===== src/rtl/uart_tx_pkg.sv =====
package uart_tx_pkg;
  typedef enum logic [2:0] {
    ST_IDLE,
    ST_START,
    ST_DATA,
    ST_PAR,
    ST_STOP,
    ST_GAP
  } tx_state_e;
endpackage


===== src/rtl/uart_tx_flow.sv =====
module uart_tx_flow #(
  parameter int SYNC_STAGES = 2
) (
  input  logic clk,
  input  logic rst,
  input  logic cts_in,
  input  logic cts_auto,
  input  logic cts_act_high,
  output logic flow_ok
);
  logic cts_s;

  generate
    if (SYNC_STAGES < 2) begin : g_one
      logic q;
      always_ff @(posedge clk) begin
        if (rst) q <= 1'b0;
        else     q <= cts_in;
      end
      assign cts_s = q;
    end else begin : g_chain
      logic [SYNC_STAGES-1:0] q;
      always_ff @(posedge clk) begin
        if (rst) q <= '0;
        else     q <= {q[SYNC_STAGES-2:0], cts_in};
      end
      assign cts_s = q[SYNC_STAGES-1];
    end
  endgenerate

  assign flow_ok = !cts_auto || (cts_s == cts_act_high);
endmodule


===== src/rtl/uart_tx_gap.sv =====
module uart_tx_gap #(
  parameter int OVS   = 16,
  parameter int GAP_W = 8
) (
  input  logic             clk,
  input  logic             rst,
  input  logic             tick,
  input  logic             load,
  input  logic [GAP_W-1:0] gap_bits,
  output logic             busy
);
  localparam int SUB_W = $clog2(OVS);

  logic [GAP_W-1:0] rem_q;
  logic [SUB_W-1:0] sub_q;

  always_ff @(posedge clk) begin
    if (rst) begin
      rem_q <= '0;
      sub_q <= '0;
    end else if (load) begin
      rem_q <= gap_bits;
      sub_q <= '0;
    end else if (tick && rem_q != '0) begin
      if (sub_q == SUB_W'(OVS-1)) begin
        sub_q <= '0;
        rem_q <= rem_q - 1'b1;
      end else begin
        sub_q <= sub_q + 1'b1;
      end
    end
  end

  assign busy = (rem_q != '0);
endmodule


===== src/rtl/uart_tx_shift.sv =====
module uart_tx_shift
  import uart_tx_pkg::*;
#(
  parameter int OVS    = 16,
  parameter int DATA_W = 8,
  parameter int GAP_W  = 8
) (
  input  logic              clk,
  input  logic              rst,
  input  logic              tick,
  input  logic              fifo_empty,
  input  logic [DATA_W-1:0] fifo_data,
  input  logic              flow_ok,
  input  logic              gap_busy,
  input  logic [1:0]        word_len,
  input  logic              par_en,
  input  logic              par_even,
  input  logic              par_stick,
  input  logic              stop_ext,
  input  logic [GAP_W-1:0]  gap_bits,
  output logic              fifo_pop,
  output logic              gap_load,
  output logic              line,
  output logic              frame_active
);
  localparam int CNT_W    = $clog2(2*OVS);
  localparam int IDX_W    = $clog2(DATA_W) + 1;
  localparam int MIN_BITS = DATA_W - 3;

  tx_state_e         st;
  logic [CNT_W-1:0]  tcnt;
  logic [IDX_W-1:0]  bidx;
  logic [DATA_W-1:0] sh_q;
  logic [IDX_W-1:0]  nbits_q;
  logic              pen_q;
  logic              pbit_q;
  logic [CNT_W-1:0]  stop_last_q;

  logic [IDX_W-1:0]  nbits;
  logic [DATA_W-1:0] mdata;
  logic              pbit;
  logic [CNT_W-1:0]  stop_last;
  logic [CNT_W-1:0]  seg_last;
  logic              seg_end;
  logic              launch_ok;

  // Character format decoded from the live settings, captured at launch
  always_comb begin
    nbits = IDX_W'(MIN_BITS) + IDX_W'(word_len);
    for (int i = 0; i < DATA_W; i++)
      mdata[i] = fifo_data[i] & (IDX_W'(i) < nbits);
    if (par_stick) pbit = ~par_even;
    else           pbit = par_even ? (^mdata) : ~(^mdata);
    if (!stop_ext)            stop_last = CNT_W'(OVS-1);
    else if (word_len == 2'd0) stop_last = CNT_W'(OVS + OVS/2 - 1);
    else                      stop_last = CNT_W'(2*OVS - 1);
  end

  assign seg_last     = (st == ST_STOP) ? stop_last_q : CNT_W'(OVS-1);
  assign seg_end      = tick && (tcnt == seg_last);
  assign frame_active = (st == ST_START) || (st == ST_DATA) ||
                        (st == ST_PAR)   || (st == ST_STOP);
  assign launch_ok    = (st == ST_IDLE) || (st == ST_GAP && !gap_busy);
  assign fifo_pop     = launch_ok && !fifo_empty && flow_ok;
  assign gap_load     = (st == ST_STOP) && seg_end && (gap_bits != '0);

  always_comb begin
    unique case (st)
      ST_START: line = 1'b0;
      ST_DATA:  line = sh_q[0];
      ST_PAR:   line = pbit_q;
      default:  line = 1'b1;
    endcase
  end

  always_ff @(posedge clk) begin
    if (rst) begin
      st          <= ST_IDLE;
      tcnt        <= '0;
      bidx        <= '0;
      sh_q        <= '0;
      nbits_q     <= '0;
      pen_q       <= 1'b0;
      pbit_q      <= 1'b0;
      stop_last_q <= '0;
    end else begin
      if (frame_active && tick) tcnt <= seg_end ? '0 : tcnt + 1'b1;
      unique case (st)
        ST_IDLE, ST_GAP: begin
          if (fifo_pop) begin
            st          <= ST_START;
            tcnt        <= '0;
            sh_q        <= fifo_data;
            nbits_q     <= nbits;
            pen_q       <= par_en;
            pbit_q      <= pbit;
            stop_last_q <= stop_last;
          end else if (st == ST_GAP && !gap_busy) begin
            st <= ST_IDLE;
          end
        end
        ST_START: if (seg_end) begin
          st   <= ST_DATA;
          bidx <= '0;
        end
        ST_DATA: if (seg_end) begin
          sh_q <= sh_q >> 1;
          bidx <= bidx + 1'b1;
          if (bidx == nbits_q - 1'b1) st <= pen_q ? ST_PAR : ST_STOP;
        end
        ST_PAR:  if (seg_end) st <= ST_STOP;
        ST_STOP: if (seg_end) st <= gap_load ? ST_GAP : ST_IDLE;
        default: st <= ST_IDLE;
      endcase
    end
  end
endmodule


===== src/rtl/uart_tx_gate.sv =====
module uart_tx_gate #(
  parameter int OVS         = 16,
  parameter int DATA_W      = 8,
  parameter int GAP_W       = 8,
  parameter int SYNC_STAGES = 2
) (
  input  logic              clk,
  input  logic              rst,
  input  logic              tick,
  input  logic              fifo_empty,
  input  logic [DATA_W-1:0] fifo_data,
  output logic              fifo_pop,
  input  logic [1:0]        word_len,
  input  logic              par_en,
  input  logic              par_even,
  input  logic              par_stick,
  input  logic              stop_ext,
  input  logic [GAP_W-1:0]  gap_bits,
  input  logic              cts_auto,
  input  logic              cts_act_high,
  input  logic              cts_in,
  input  logic              brk_en,
  input  logic              inv_out,
  output logic              tx_out,
  output logic              tx_idle
);
  logic flow_ok;
  logic gap_busy;
  logic gap_load;
  logic line;
  logic frame_active;

  uart_tx_flow #(.SYNC_STAGES(SYNC_STAGES)) i_flow (
    .clk(clk), .rst(rst), .cts_in(cts_in), .cts_auto(cts_auto),
    .cts_act_high(cts_act_high), .flow_ok(flow_ok)
  );

  uart_tx_gap #(.OVS(OVS), .GAP_W(GAP_W)) i_gap (
    .clk(clk), .rst(rst), .tick(tick), .load(gap_load),
    .gap_bits(gap_bits), .busy(gap_busy)
  );

  uart_tx_shift #(.OVS(OVS), .DATA_W(DATA_W), .GAP_W(GAP_W)) i_shift (
    .clk(clk), .rst(rst), .tick(tick), .fifo_empty(fifo_empty),
    .fifo_data(fifo_data), .flow_ok(flow_ok), .gap_busy(gap_busy),
    .word_len(word_len), .par_en(par_en), .par_even(par_even),
    .par_stick(par_stick), .stop_ext(stop_ext), .gap_bits(gap_bits),
    .fifo_pop(fifo_pop), .gap_load(gap_load), .line(line),
    .frame_active(frame_active)
  );

  // Break and inversion act only on the pin register, never on the shifter
  always_ff @(posedge clk) begin
    if (rst) begin
      tx_out  <= 1'b1;
      tx_idle <= 1'b1;
    end else begin
      tx_out  <= (brk_en ? 1'b0 : line) ^ inv_out;
      tx_idle <= fifo_empty && !frame_active;
    end
  end
endmodule


===== config.mk =====
export PLATFORM = sky130hd
export DESIGN_NAME = uart_tx_gate
export DESIGN_NICKNAME = d
export VERILOG_FILES = /design/src/rtl/uart_tx_pkg.sv /design/src/rtl/uart_tx_flow.sv /design/src/rtl/uart_tx_gap.sv /design/src/rtl/uart_tx_shift.sv /design/src/rtl/uart_tx_gate.sv
export SDC_FILE = /design/constraint.sdc
export NUM_CORES = 1
export LEC_CHECK = 0
export BUFFER_PORTS_ARGS = -buffer_cell sky130_fd_sc_hd__buf_2
export CORE_AREA = 2 2 86 55
export CTS_BUF_LIST = sky130_fd_sc_hd__clkbuf_16
export CTS_CLUSTER_SIZE = 30
export DETAILED_ROUTE_END_ITERATION = 10
export DIE_AREA = 0 0 88 57
export PLACE_DENSITY = 0.86
export SYNTH_ARGS = -nofsm -noshare
export SYNTH_HDL_FRONTEND = slang
export SYNTH_SLANG_ARGS = --single-unit

===== constraint.sdc =====
create_clock -name clk -period 3.6 [get_ports clk]
set_clock_uncertainty 0.05 [all_clocks]
set_input_delay 0.54 -clock clk [delete_from_list [all_inputs] [get_ports clk]]
set_output_delay 0.54 -clock clk [all_outputs]
set_load 0.01 [all_outputs]

==> flow_summary.yaml <==
clock_tree:
  cts-root-buf: "clkbuf_16"
  htreeDepth: 2
  clkSinkCount: 45
  clk_latency_ps: 280
  post_cts_buffers: 0
  cts_resized: 0
  clkTransAtPathRegs_ps: 60
  cts_hold_buffers: 0
  cts_buffer_depth: 2
  cts_tree: "done"
  cts_buffers: 5
critical_path:
  setup.worst_path.class: "reg2reg"
  regToRegStartpoint: "i_shift.st[2]"
  cpMaxStageDelayCell: "dfxtp_1"
  worstPathRequired_ps: 3690
  crit_family: "compound AO/OA/AOI/OAI gates"
  startpoint: "i_shift.st[2]"
  worst_path_largest_cell_delay_ps: 730
  crit_buf_inv: 0
  start_kind: "flip-flop"
  critPathMaxFanout: 18
  crit_chain: "nor4b_1 -> mux2i_1 -> o2111ai_2 -> nor2_2 -> a311oi_1 -> a2111oi_0"
  endpoint_kind: "flip-flop"
  critPathArrivalTime_ps: 3160
pwr:
  switching_share_pct: 36.27
  intPower_mw: 1.038
  p_sw_uw: 590.7
  leakage_nw: 1.105
  p_per_area_nw_per_um2: 572.7
  p_comb_share_pct: 33.0
  pwr-share-seq_pct: 40.7
  peakVddDrop_v: 0.0003444
  clockPowerShare_pct: 26.4
drt:
  drc: 0
  first_pass_iters: 4
  viasPerCell: 5.677
  wl_per_cell_um: 13.81
  wl_um: 5428
  first_iter_violations: 179
  postRouteAntennaNets: 0
  num_vias: 2231
placement:
  port-buffer-count: 33
  dp_hpwl_um: 3843
  place.gp.congestion: 0.8478
die:
  initial_utilization_pct: 58.42
  dieArea_um2: 5016
  coreArea_um2: 4303
  ios: 34
  std_cell_rows: 19
  die_y_um: 57
  die_w_um: 88
grt:
  grt_pass1_vias: 1935
  track_usage_pct: 22.71
  grt_start_max_net_pins: 44
  grt_pass1_wl_um: 9025
  antenna_found_initial: 0
  grt-ovfl-total: 0
synth:
  synth_mux_area_share_pct: 4.380
  synthSimpleGateAreaFrac_pct: 25.78
  syn_nets: 342
  synth_edf_count: 0
  yosysSeqAreaShare_pct: 35.84
  synthFlopType: "dfxtp_1"
  ys_top_cells_by_area: "dfxtp_1, xor2_1, nor2_1"
  syn_avg_cell_area_um2: 8.296
  synth_adder_area_share_pct: 3.982
  syn_inst: 303
  synth_xor_area_share_pct: 10.10
  syn-cell-area_um2: 2514
  ys_ff_latch: 45
  synth_compound_area_share_pct: 15.73
  synth_top_area_cell: "dfxtp_1"
  synth_cell_types: 50
  yosysTopAreaCellShare_pct: 35.84
  async_reset_ff_share_pct: 0
  synth_top_family_by_area: "simple AND/OR/NAND/NOR gates"
  ys_warn_count: 0
hold_path:
  hold_path_class: "reg2reg"
  min-delay-start: "i_flow.g_chain.q[0]"
timing:
  period_share_pct: 85.17
  slew_viol_final: 0
  tightestPinTransition_ps: 751.1
  layout_min_cycle_time_ps: 3066
  finalSetupViolations: 0
  maxSlewHeadroom_pct: 49.62
  grt_setup_unrepaired: "false"
  tns_ps: 0
  fmax_ghz: 0.3262
  hold_viol: 0
cells_and_area:
  fin_nets: 368
  final_util_pct: 66.09
  syn_to_final_growth_pct: 13.14
  drive_gt1_share_pct: 15.45
  antenna_cells: 0
run:
  cap_violations: 0
outcome:
  outcome: "finished clean"
## sequential cells by signal, summed over array words and instances, names as in the netlist
register,cells
i_flow.g_chain.q,2
i_gap.rem_q,8
i_gap.sub_q,4
i_shift.bidx,4
i_shift.nbits_q,4
i_shift.pbit_q,1
i_shift.pen_q,1
i_shift.sh_q,8
i_shift.st,3
i_shift.stop_last_q,3
i_shift.tcnt,5
tx_idle,1
tx_out,1
## stage by stage
| stage | instances | instance area (um2) | total power, mW | worst slack, ps | hold slack (ps) |
|---|---|---|---|---|---|
| 6_report | 393 | 2844 | 1.629 | 533.9 | 395.6 |
| 5_1_grt | 393 | 2844 | 1.728 | 300.9 | 428.7 |
| 4_1_cts | 393 | 2844 | 1.631 | 535.7 | 400.3 |
| 3_5_place_dp | 385 | 2706 | 1.194 | 720.1 | 386.6 |
| 3_3_place_gp | 385 | 2706 | 1.169 | 881.7 | 369.3 |
| 2_1_floorplan | 303 | 2514 | 1.065 | 1281 | 363.8 |
## layout make-up
cell class / instances / area [um2]
clock inverter: 3 / 12.51
sequential: 45 / 900.9
multi-input combinational: 232 / 1513
inverter: 11 / 41.29
fill: 365 / 1459
timing repair buffer: 34 / 172.7
clock buffer: 5 / 125.1
tap: 63 / 78.83
## power by group through the flow
stage	Combinational [mW]	Clock, mW	Sequential (mW)
final	0.537	0.429	0.663
after global routing	0.595	0.461	0.672
after CTS	0.532	0.440	0.659
after detailed placement	0.524	0	0.670
after global placement	0.504	0	0.665
after floorplan	0.457	0	0.608
## cells in the final DEF (no fill, tap or decap), types with 4 or more instances in the layout
master and count:
dfxtp_1 45, nor2_1 34, buf_2 33, nand2_1 31
a21oi_1 18, xor2_1 16, a211oi_1 16, xnor2_1 13
mux2i_1 11, inv_1 10, nor3_1 10, ha_1 8
nor4_1 6, nand3_1 5, o21ai_0 5, nor2b_1 5
clkbuf_16 5, nor3b_1 4, or3_1 4
## kinds of logic after synthesis
kind of cell               count (synthesis)
AOI/OAI and AO/OA                         58
and+or+nand+nor                          126
DFF                                       45
adders and majority gates                  8
muxes                                     11
xor gates and xnor gates                  29
buffers and inverters                     26
## layer usage
| metal | share of wire [%] | global-route usage (%) | vias up | wire length, um |
|---|---|---|---|---|
| li1 | - | - | 1121 | - |
| met4 | 0.88 | 6.154 | 0 | 48 |
| met3 | 8.6 | 5.210 | 9 | 468 |
| met2 | 44 | 33.77 | 83 | 2402 |
| met1 | 46 | 33.30 | 1018 | 2509 |
| met5 | 0 | 0 | - | 0 |
## synthesized netlist by cell type, drive strengths merged (6+ instances only)
library cell  instances
dfxtp                45
nor2                 36
nand2                31
a21oi                18
a211oi               16
xor2                 16
xnor2                13
inv                  11
mux2i                11
nor3                 10
clkbuf                8
ha                    8
buf                   7
nor4                  7
o21ai                 6
## worst register-to-register path, cell delays in order, from the launching register on
cell and delay (ps):
dfxtp_1 730, nor4b_1 420, mux2i_1 270, o2111ai_2 410, nor2_2 460, a311oi_1 110
a2111oi_0 480
## worst paths after layout
path,end,slack [ps],depth (start not counted)
hold reg to reg,i_flow.g_chain.q[1],400,1
hold / removal,i_flow.g_chain.q[1],400,1
setup / recovery,i_shift.st[2],530,6
setup reg to reg,i_shift.st[2],530,6
No activity file was read; power rests on OpenSTA's default activity.
